--- src/rtl/pic_port_pkg.sv ---
package pic_port_pkg;
   localparam int unsigned DATA_W = 8;

   // bit positions decoded by this port
   localparam int unsigned B_START   = 4;  // address 0: first setup word
   localparam int unsigned B_CMD3    = 3;  // address 0: third command word
   localparam int unsigned B_SINGLE  = 1;  // setup word 1: no cascade
   localparam int unsigned B_NEED4   = 0;  // setup word 1: fourth word follows
   localparam int unsigned B_POLL    = 2;  // command 3: arm poll
   localparam int unsigned B_SELVAL  = 1;  // command 3: selection valid
   localparam int unsigned B_SELISR  = 0;  // command 3: in-service chosen

   typedef enum logic [1:0] {
      SEQ_READY = 2'd0,
      SEQ_W2    = 2'd1,
      SEQ_W3    = 2'd2,
      SEQ_W4    = 2'd3
   } seq_t;

   typedef enum logic [2:0] {
      CMD_ICW1 = 3'd0,
      CMD_ICW2 = 3'd1,
      CMD_ICW3 = 3'd2,
      CMD_ICW4 = 3'd3,
      CMD_MASK = 3'd4,
      CMD_OCW2 = 3'd5,
      CMD_OCW3 = 3'd6
   } cmd_t;

   typedef struct packed {
      logic              a0;
      logic [DATA_W-1:0] data;
   } bus_cap_t;

   function automatic cmd_t classify(input logic a0, input logic [DATA_W-1:0] d,
                                     input seq_t seq);
      cmd_t c;
      if (!a0) begin
         if (d[B_START])     c = CMD_ICW1;
         else if (d[B_CMD3]) c = CMD_OCW3;
         else                c = CMD_OCW2;
      end else begin
         case (seq)
            SEQ_W2:  c = CMD_ICW2;
            SEQ_W3:  c = CMD_ICW3;
            SEQ_W4:  c = CMD_ICW4;
            default: c = CMD_MASK;
         endcase
      end
      return c;
   endfunction
endpackage

--- src/rtl/pic_strobe_sync.sv ---
module pic_strobe_sync
   import pic_port_pkg::*;
#(
   parameter int unsigned STAGES = 2
) (
   input  logic              clk,
   input  logic              rst_n,
   input  logic              cs_n,
   input  logic              rd_n,
   input  logic              wr_n,
   input  logic              a0,
   input  logic [DATA_W-1:0] wdata,
   output logic              wr_commit,
   output bus_cap_t          wr_cap,
   output logic              rd_end_lo
);
   localparam int unsigned LANE_W = 4 + DATA_W;
   localparam logic [LANE_W-1:0] IDLE_LANE = {3'b111, {(LANE_W-3){1'b0}}};

   logic [STAGES-1:0][LANE_W-1:0] lane;

   always_ff @(posedge clk or negedge rst_n) begin
      if (!rst_n) begin
         for (int i = 0; i < int'(STAGES); i++) lane[i] <= IDLE_LANE;
      end else begin
         lane[0] <= {cs_n, rd_n, wr_n, a0, wdata};
         for (int i = 1; i < int'(STAGES); i++) lane[i] <= lane[i-1];
      end
   end

   logic              s_cs, s_rd, s_wr, s_a0;
   logic [DATA_W-1:0] s_data;
   assign s_cs   = lane[STAGES-1][LANE_W-1];
   assign s_rd   = lane[STAGES-1][LANE_W-2];
   assign s_wr   = lane[STAGES-1][LANE_W-3];
   assign s_a0   = lane[STAGES-1][DATA_W];
   assign s_data = lane[STAGES-1][DATA_W-1:0];

   logic wr_prev, rd_prev;
   logic wsel, wclash, rsel, rlo, rclash;

   always_ff @(posedge clk or negedge rst_n) begin
      if (!rst_n) begin
         wr_prev <= 1'b1;
         rd_prev <= 1'b1;
         wsel    <= 1'b0;
         wclash  <= 1'b0;
         wr_cap  <= '0;
         rsel    <= 1'b0;
         rlo     <= 1'b0;
         rclash  <= 1'b0;
      end else begin
         wr_prev <= s_wr;
         rd_prev <= s_rd;
         if (!s_wr) begin
            if (!s_cs) begin
               wsel   <= 1'b1;
               wr_cap <= '{a0: s_a0, data: s_data};
            end
            if (!s_rd) wclash <= 1'b1;
         end else if (!wr_prev) begin
            wsel   <= 1'b0;
            wclash <= 1'b0;
         end
         if (!s_rd) begin
            if (!s_cs) begin
               rsel <= 1'b1;
               rlo  <= !s_a0;
            end
            if (!s_wr) rclash <= 1'b1;
         end else if (!rd_prev) begin
            rsel   <= 1'b0;
            rclash <= 1'b0;
         end
      end
   end

   assign wr_commit = s_wr && !wr_prev && wsel && !wclash;
   assign rd_end_lo = s_rd && !rd_prev && rsel && rlo && !rclash;

   // a commit is always preceded by a sampled low write strobe
   a_r12_commit_after_low: assert property (@(posedge clk) disable iff (!rst_n)
      wr_commit |-> !$past(s_wr));
endmodule

--- src/rtl/pic_cmd_decode.sv ---
module pic_cmd_decode
   import pic_port_pkg::*;
#(
   parameter logic [DATA_W-1:0] MASK_RESET = '1
) (
   input  logic              clk,
   input  logic              rst_n,
   input  logic              wr_commit,
   input  bus_cap_t          wr_cap,
   input  logic              poll_clr,
   output logic [DATA_W-1:0] mask_q,
   output logic [DATA_W-1:0] icw1_q,
   output logic [DATA_W-1:0] icw2_q,
   output logic [DATA_W-1:0] icw3_q,
   output logic [DATA_W-1:0] icw4_q,
   output logic [DATA_W-1:0] ocw2_q,
   output logic              ocw2_stb,
   output logic              sel_isr,
   output logic              poll_arm,
   output logic              init_busy
);
   seq_t seq_q;
   cmd_t cmd;
   logic [DATA_W-1:0] d;

   assign d   = wr_cap.data;
   assign cmd = classify(wr_cap.a0, d, seq_q);

   function automatic seq_t after_w2(input logic [DATA_W-1:0] w1);
      if (!w1[B_SINGLE])   return SEQ_W3;
      else if (w1[B_NEED4]) return SEQ_W4;
      else                  return SEQ_READY;
   endfunction

   always_ff @(posedge clk or negedge rst_n) begin
      if (!rst_n) begin
         seq_q    <= SEQ_READY;
         mask_q   <= MASK_RESET;
         icw1_q   <= '0;
         icw2_q   <= '0;
         icw3_q   <= '0;
         icw4_q   <= '0;
         ocw2_q   <= '0;
         ocw2_stb <= 1'b0;
         sel_isr  <= 1'b0;
         poll_arm <= 1'b0;
      end else begin
         ocw2_stb <= 1'b0;
         if (poll_clr) poll_arm <= 1'b0;
         if (wr_commit) begin
            unique case (cmd)
               CMD_ICW1: begin
                  icw1_q   <= d;
                  icw3_q   <= '0;
                  icw4_q   <= '0;
                  mask_q   <= '0;
                  sel_isr  <= 1'b0;
                  poll_arm <= 1'b0;
                  seq_q    <= SEQ_W2;
               end
               CMD_ICW2: begin
                  icw2_q <= d;
                  seq_q  <= after_w2(icw1_q);
               end
               CMD_ICW3: begin
                  icw3_q <= d;
                  seq_q  <= icw1_q[B_NEED4] ? SEQ_W4 : SEQ_READY;
               end
               CMD_ICW4: begin
                  icw4_q <= d;
                  seq_q  <= SEQ_READY;
               end
               CMD_MASK: mask_q <= d;
               CMD_OCW2: begin
                  ocw2_q   <= d;
                  ocw2_stb <= 1'b1;
               end
               CMD_OCW3: begin
                  if (d[B_SELVAL]) sel_isr <= d[B_SELISR];
                  if (d[B_POLL])   poll_arm <= 1'b1;
               end
               default: ;
            endcase
         end
      end
   end

   assign init_busy = (seq_q != SEQ_READY);

   // the mask moves only on a committed write
   a_r3_mask_write_only: assert property (@(posedge clk) disable iff (!rst_n)
      !wr_commit |=> $stable(mask_q));
   // the command strobe never lasts two cycles
   a_r4_stb_single: assert property (@(posedge clk) disable iff (!rst_n)
      ocw2_stb |=> !ocw2_stb);
   // the final setup word returns the sequencer to normal operation
   a_r2_w4_ends_seq: assert property (@(posedge clk) disable iff (!rst_n)
      (wr_commit && wr_cap.a0 && seq_q == SEQ_W4) |=> !init_busy);
   // a start word always opens a sequence
   a_r1_start_opens: assert property (@(posedge clk) disable iff (!rst_n)
      (wr_commit && !wr_cap.a0 && wr_cap.data[B_START]) |=> (init_busy && mask_q == '0));
endmodule

--- src/rtl/pic_read_mux.sv ---
module pic_read_mux
   import pic_port_pkg::*;
(
   input  logic              a0,
   input  logic              sel_isr,
   input  logic              poll_arm,
   input  logic [DATA_W-1:0] irr,
   input  logic [DATA_W-1:0] isr,
   input  logic [DATA_W-1:0] poll_word,
   input  logic [DATA_W-1:0] mask_q,
   output logic [DATA_W-1:0] rdata
);
   always_comb begin
      if (a0)            rdata = mask_q;
      else if (poll_arm) rdata = poll_word;
      else if (sel_isr)  rdata = isr;
      else               rdata = irr;
   end
endmodule

--- src/rtl/pic_cmd_port.sv ---
module pic_cmd_port
   import pic_port_pkg::*;
#(
   parameter int unsigned       SYNC_STAGES = 2,
   parameter logic [DATA_W-1:0] MASK_RESET  = '1
) (
   input  logic              clk,
   input  logic              rst_n,
   input  logic              cs_n,
   input  logic              rd_n,
   input  logic              wr_n,
   input  logic              a0,
   input  logic [DATA_W-1:0] wdata,
   input  logic              ack_bus_en,
   input  logic [DATA_W-1:0] irr,
   input  logic [DATA_W-1:0] isr,
   input  logic [DATA_W-1:0] poll_word,
   output logic [DATA_W-1:0] rdata,
   output logic              data_oe,
   output logic [DATA_W-1:0] mask_q,
   output logic [DATA_W-1:0] icw1_q,
   output logic [DATA_W-1:0] icw2_q,
   output logic [DATA_W-1:0] icw3_q,
   output logic [DATA_W-1:0] icw4_q,
   output logic [DATA_W-1:0] ocw2_q,
   output logic              ocw2_stb,
   output logic              init_busy,
   output logic              poll_taken
);
   generate
      if (SYNC_STAGES < 1 || SYNC_STAGES > 4) begin : g_bad_stages
         $error("SYNC_STAGES must lie in 1..4");
      end
      if (DATA_W <= B_START) begin : g_bad_width
         $error("data width too narrow for command decode");
      end
   endgenerate

   logic     wr_commit, rd_end_lo, sel_isr, poll_arm;
   bus_cap_t wr_cap;

   pic_strobe_sync #(.STAGES(SYNC_STAGES)) sync_i (
      .clk(clk), .rst_n(rst_n), .cs_n(cs_n), .rd_n(rd_n), .wr_n(wr_n),
      .a0(a0), .wdata(wdata), .wr_commit(wr_commit), .wr_cap(wr_cap),
      .rd_end_lo(rd_end_lo)
   );

   assign poll_taken = rd_end_lo && poll_arm;

   pic_cmd_decode #(.MASK_RESET(MASK_RESET)) dec_i (
      .clk(clk), .rst_n(rst_n), .wr_commit(wr_commit), .wr_cap(wr_cap),
      .poll_clr(poll_taken), .mask_q(mask_q), .icw1_q(icw1_q),
      .icw2_q(icw2_q), .icw3_q(icw3_q), .icw4_q(icw4_q), .ocw2_q(ocw2_q),
      .ocw2_stb(ocw2_stb), .sel_isr(sel_isr), .poll_arm(poll_arm),
      .init_busy(init_busy)
   );

   pic_read_mux mux_i (
      .a0(a0), .sel_isr(sel_isr), .poll_arm(poll_arm), .irr(irr), .isr(isr),
      .poll_word(poll_word), .mask_q(mask_q), .rdata(rdata)
   );

   assign data_oe = ack_bus_en || (!cs_n && !rd_n && wr_n);

   // a completed poll read leaves polling disarmed
   a_r7_poll_disarms: assert property (@(posedge clk) disable iff (!rst_n)
      (poll_taken && !wr_commit) |=> !poll_arm);
   // the poll pulse is single-cycle
   a_r7_poll_single: assert property (@(posedge clk) disable iff (!rst_n)
      poll_taken |=> !poll_taken);
endmodule

--- config.mk ---
export PLATFORM = sky130hd
export DESIGN_NAME = pic_cmd_port
export DESIGN_NICKNAME = d
export VERILOG_FILES = /design/src/rtl/pic_port_pkg.sv /design/src/rtl/pic_strobe_sync.sv /design/src/rtl/pic_cmd_decode.sv /design/src/rtl/pic_read_mux.sv /design/src/rtl/pic_cmd_port.sv
export SDC_FILE = /design/constraint.sdc
export NUM_CORES = 1
export LEC_CHECK = 0
export ABC_AREA = 0
export CORE_MARGIN = 2
export CORE_UTILIZATION = 25
export DETAILED_ROUTE_END_ITERATION = 6
export PLACE_DENSITY = 0.57
export SLEW_MARGIN = 25
export SYNTH_ARGS = -nofsm -noshare
export SYNTH_HDL_FRONTEND = slang
export SYNTH_HIERARCHICAL = 1
export SYNTH_SLANG_ARGS = --single-unit
export TNS_END_PERCENT = 20
--- constraint.sdc ---
create_clock -name clk -period 4.6 [get_ports clk]
set_input_delay 0.92 -clock clk [delete_from_list [all_inputs] [get_ports clk]]
set_output_delay 0.92 -clock clk [all_outputs]
set_load 0.01 [all_outputs]
# Yosys cells after proc, flatten, opt, wreduce, memory -nomap -nowiden
# Cells that the tools add are included.
dict set report totals {
  input_bits 39
  register_bits 93
  out_inout_bits 60
  elab_cells 109
}
dict set report op_classes {
  n_reduce_logical 39
  bitwise 3
  n_mux 30
  n_eq_ne 16
}
# op n
set ops {}
lappend ops {{case mux 8 bit (2 select lines)} 3}
lappend ops {{AND reduction 2 bit} 13}
lappend ops {{two-way mux 8 bit} 3}
lappend ops {{two-way mux 1 bit} 15}
lappend ops {{!= test 2 bit (second input constant)} 6}
lappend ops {{logical AND 1 bit} 10}
lappend ops {{nonzero test 2 bit} 5}
lappend ops {{equality test 3 bit (second input constant)} 3}
lappend ops {{case mux 3 bit (3 select lines)} 1}
lappend ops {{case mux 2 bit (4 select lines)} 1}
lappend ops {{logical NOT 1 bit} 7}
lappend ops {{equality test 3 x 2 -> 1 bit (second input constant)} 2}
lappend ops {{two-way mux 2 bit} 3}
lappend ops {{two-way mux 3 bit} 2}
lappend ops {{equality test 2 bit (second input constant)} 2}
lappend ops {{case mux 1 bit (2 select lines)} 2}
lappend ops {{nonzero test 4 bit} 1}
lappend ops {{equality test 3 x 1 -> 1 bit (second input constant)} 1}
lappend ops {{logical NOT 3 bit} 1}
lappend ops {{NOT 1 bit} 3}
lappend ops {{AND reduction 3 bit} 1}
lappend ops {{equality test 2 x 1 -> 1 bit (second input constant)} 1}
lappend ops {{!= test 2 x 1 -> 1 bit (second input constant)} 1}
lappend ops {{logical OR 1 bit} 1}

# Longest topological paths before layout
dict set report depth {
  word_depth 10
  mapped_depth 6
  ltp_nobuf 5
}

# By module
# Netlist, hierarchy kept.
# module cells_each seq_area_each_um2 area_per_inst_um2 instances
set by_module_without_submodules {}
lappend by_module_without_submodules {pic_cmd_decode 143 1336.3 2102.0 1}
lappend by_module_without_submodules {pic_strobe_sync 67 1011.0 1218.7 1}
lappend by_module_without_submodules {pic_read_mux 35 0.0 289.0 1}
lappend by_module_without_submodules {pic_cmd_port 3 0.0 17.5 1}

# Worst setup path before layout
# No wires, ideal clock.
dict set report synth_path {
  path_type {in2out}
  from {input a0}
  to {output rdata[0]}
  path_stages 3
  n_path_buf 1
  t_arrival_ps 1383
  required_ps 3680
  slack_ps 2297
  path_cell_list {buf_6 -> nor3b_1 -> a211oi_1}
}
dict set report synth_via {
  elab_chain_cells 1
}
# item line_no
set synth_lines {}
lappend synth_lines {{start: declaration} pic_cmd_port.sv:12} ;# input logic a0,
lappend synth_lines {{two-way mux 8 bit} pic_read_mux.sv:14} ;# if (a0) rdata = mask_q;
lappend synth_lines {{end: declaration} pic_cmd_port.sv:18} ;# output logic [DATA_W-1:0] rdata,
# Every way passes these cells.

# Worst setup path after layout
dict set report layout_path {
  from {input a0}
  to {output rdata[5]}
}
# The elaborated chain is that of the path after synthesis.

==> results.json <==
{
  "drive_gt1_share_pct": 21.5,
  "drv_cap": 0,
  "synth_ff_type": "dfrtp_1",
  "place_area_sq_um": 4780,
  "routedWlPerCell_um": 16.4,
  "path_class": "input pin to primary output",
  "fin_hold_ws_ns": 0.347,
  "drtIter0Drc": 58,
  "fin_area_sq_um": 5060,
  "synth_edf_count": 0,
  "antenna_found_initial": 0,
  "routed_wl_mm": 8.81,
  "relSlewSlack_pct": 47.9,
  "cts_hold_buf": 0,
  "die-area_sq_um": 15500,
  "yosysMostFrequentCell": "dfrtp_1",
  "clock.fmax_ghz": 0.264,
  "hold_viol": 0,
  "synth_top_area_share_pct": 53.1,
  "p_sw_share_pct": 29.3,
  "dp.cells": 522,
  "finalSetupTns_ns": 0,
  "routed-via-count": 2429,
  "cts-resized-gates": 0,
  "ff2ff_setup_slack_ns": 2.38,
  "dp.final_hpwl_mm": 6.01,
  "outcome": "complete, no violations",
  "syn-num-nets": 287,
  "diodes": 0,
  "yosysTopAreaCell": "dfrtp_1",
  "syn_area_per_cell_sq_um": 14.6,
  "worst_pin_slew_ns": 0.781,
  "cts_made_buffers": 9,
  "dieWidth_um": 124,
  "finalCritPeriodShare_pct": 82.3,
  "p_leak_nw": 2.15,
  "viasPerCell": 4.51,
  "start_util_pct": 25.2,
  "die_h_um": 124,
  "fp-row-count": 44,
  "skew_ns": 0.00912,
  "p_clk_share_pct": 27.4,
  "power_density_nw_per_um2": 509,
  "drc": 0,
  "synth_top_cells_by_count": "77 x dfrtp_1, 31 x mux2_2, 24 x a22o_1, 16 x dfstp_2, 13 x nor2b_1",
  "post_cts_buffers": 0,
  "sequentialPowerShare_pct": 45.5,
  "arrival_ns": 2.86,
  "place_congestion": 0.773,
  "ys_seq_area_share_pct": 64.7,
  "cts_buffer_depth": 2,
  "rsz0062_at_grt": "false",
  "grt_max_degree": 65,
  "ys_top_cells_by_area": "dfrtp_1 53%, dfstp_2 12%, mux2_2 9.6%",
  "cts.clk_slew.worst_paths_ns": 0.07,
  "end_kind": "primary output",
  "ys_types": 39,
  "port_buffers": 98,
  "area_growth_pct": 39.5,
  "cts_max_level": 3,
  "holdCritPathClass": "flop to flop",
  "yosysWarningCount": 6,
  "ant_nets": 0,
  "syn_area_sq_um": 3630,
  "synthArstFlopShare_pct": 100,
  "grt_use_total_pct": 11.5,
  "overflow": 0,
  "irDropWorstVdd_uv": 185,
  "ys_seq_elements": 93,
  "worstSkewPairLatency_ns": 0.34,
  "clkSinkCount": 93,
  "crit_fanout": 18,
  "p_sw_w": 0.000754,
  "nets": 388,
  "final_max_slew_viol_count": 0,
  "finalSetupViolCount": 0,
  "ios": 99,
  "critical_path_required_ns": 3.68,
  "combinationalPowerShare_pct": 27.1,
  "intPower_w": 0.00182,
  "cts_tree": "built",
  "grt_pass1_vias": 2543,
  "start_kind": "input pin",
  "stdcell_count": 538,
  "finalWorstPathRequiredPeriod_ns": 3.78,
  "synthesis.instances": 248,
  "grt_pass1_wl_mm": 14.1,
  "core_sq_um": 14400,
  "cts-root-buf": "clkbuf_16",
  "first_pass_iters": 4
}
-- stage by stage --
step | utilization [%] | worst slack [ns] | power, W
4_1_cts | 35.2 | 0.792 | 0.00261
3_3_place_gp | 33.3 | 0.930 | 0.00188
6_report | 35.2 | 0.815 | 0.00257
5_1_grt | 35.2 | 0.682 | 0.00272
3_5_place_dp | 33.3 | 0.802 | 0.00190
2_1_floorplan | - | 2.30 | 0.00147
-- routing by layer --
layer | vias up | part of all wire, % | GRT usage, %
met1 | 1228 | 47 | 14.9
met5 | - | 0 | 0
met2 | 81 | 47 | 18.7
li1 | 1114 | - | -
met4 | 0 | 0.48 | 1.78
met3 | 6 | 6.2 | 4.51
-- power by group through the flow --
stage / logic [W] / clock network [W] / registers, W
final: 0.000697 / 0.000705 / 0.00117
after floorplan: 0.000307 / 0 / 0.00116
after CTS: 0.000709 / 0.000728 / 0.00118
after global routing: 0.000746 / 0.000766 / 0.00120
after global placement: 0.000694 / 0 / 0.00118
after detailed placement: 0.000706 / 0 / 0.00119
-- critical path, stage by stage --
cell and delay, ns:
clkdlybuf4s50_1 0.85, nor2_2 0.22, a221oi_2 0.29, clkdlybuf4s50_1 0.59
-- path summary, 6_finish.rpt --
kind / from / to / cells after the start
worst min-delay path: sync_i/lane[5] / sync_i/lane[17] / 0
worst max register to register: sync_i/lane[21] / dec_i/ocw2_q[5] / 4
worst min register to register: sync_i/lane[5] / sync_i/lane[17] / 0
min in group asynchronous: rst_n / dec_i/icw2_q[2] / 1
max in group asynchronous: rst_n / dec_i/mask_q[4] / 2
worst max-delay path: a0 / rdata[5] / 4
-- cell type report --
| class | instances | area [sq um] |
|---|---|---|
| fillers | 1397 | 9310 |
| flip-flops and latches | 93 | 2350 |
| multi-input cells | 143 | 1200 |
| repair buffers | 101 | 1000 |
| well taps | 184 | 230 |
| clock buffers | 10 | 229 |
| clock inverters | 6 | 51.3 |
| inverters | 1 | 3.75 |
-- placed cells by master (no fill, tap or decap), types with 2 or more instances in the layout --
master and count:
mux2_2 31, mux2i_1 9, dfrtp_1 77, nand2b_1 2, and2b_1 3, nand4b_1 2, nor2_1 4, nor2b_1 13
o21ai_0 8, dfstp_2 16, inv_6 5, nand2_1 6, nor2_2 2, nor3b_1 8, or2_2 2, a211oi_1 6
clkdlybuf4s50_1 97, nor4bb_1 2, a21o_1 2, a21oi_1 6, a22o_1 24, buf_4 4, clkbuf_16 9
-- sequential cells by signal (all words and copies together), names as in the netlist --
name,cells
sync_i/wr_prev,1
sync_i/wclash,1
sync_i/lane,24
dec_i/mask_q,8
dec_i/icw4_q,8
sync_i/wsel,1
dec_i/icw3_q,8
sync_i/rsel,1
dec_i/icw1_q,8
dec_i/seq_q,2
sync_i/rclash,1
dec_i/poll_arm,1
sync_i/rlo,1
dec_i/icw2_q,8
dec_i/ocw2_q,8
dec_i/ocw2_stb,1
sync_i/wr_cap,9
sync_i/rd_prev,1
dec_i/sel_isr,1
-- cells by family (layout without fill, tap and decap cells) --
logic type | count (synthesis) | after routing | synth area share, %
AOI/OAI and AO/OA | 50 | 50 | 10.6
buffers and inverters | 12 | 118 | 2.24
DFF | 93 | 93 | 64.7
muxes | 40 | 40 | 12.1
and+or+nand+nor | 53 | 53 | 10.3
No activity file was read; power rests on OpenSTA's default activity.
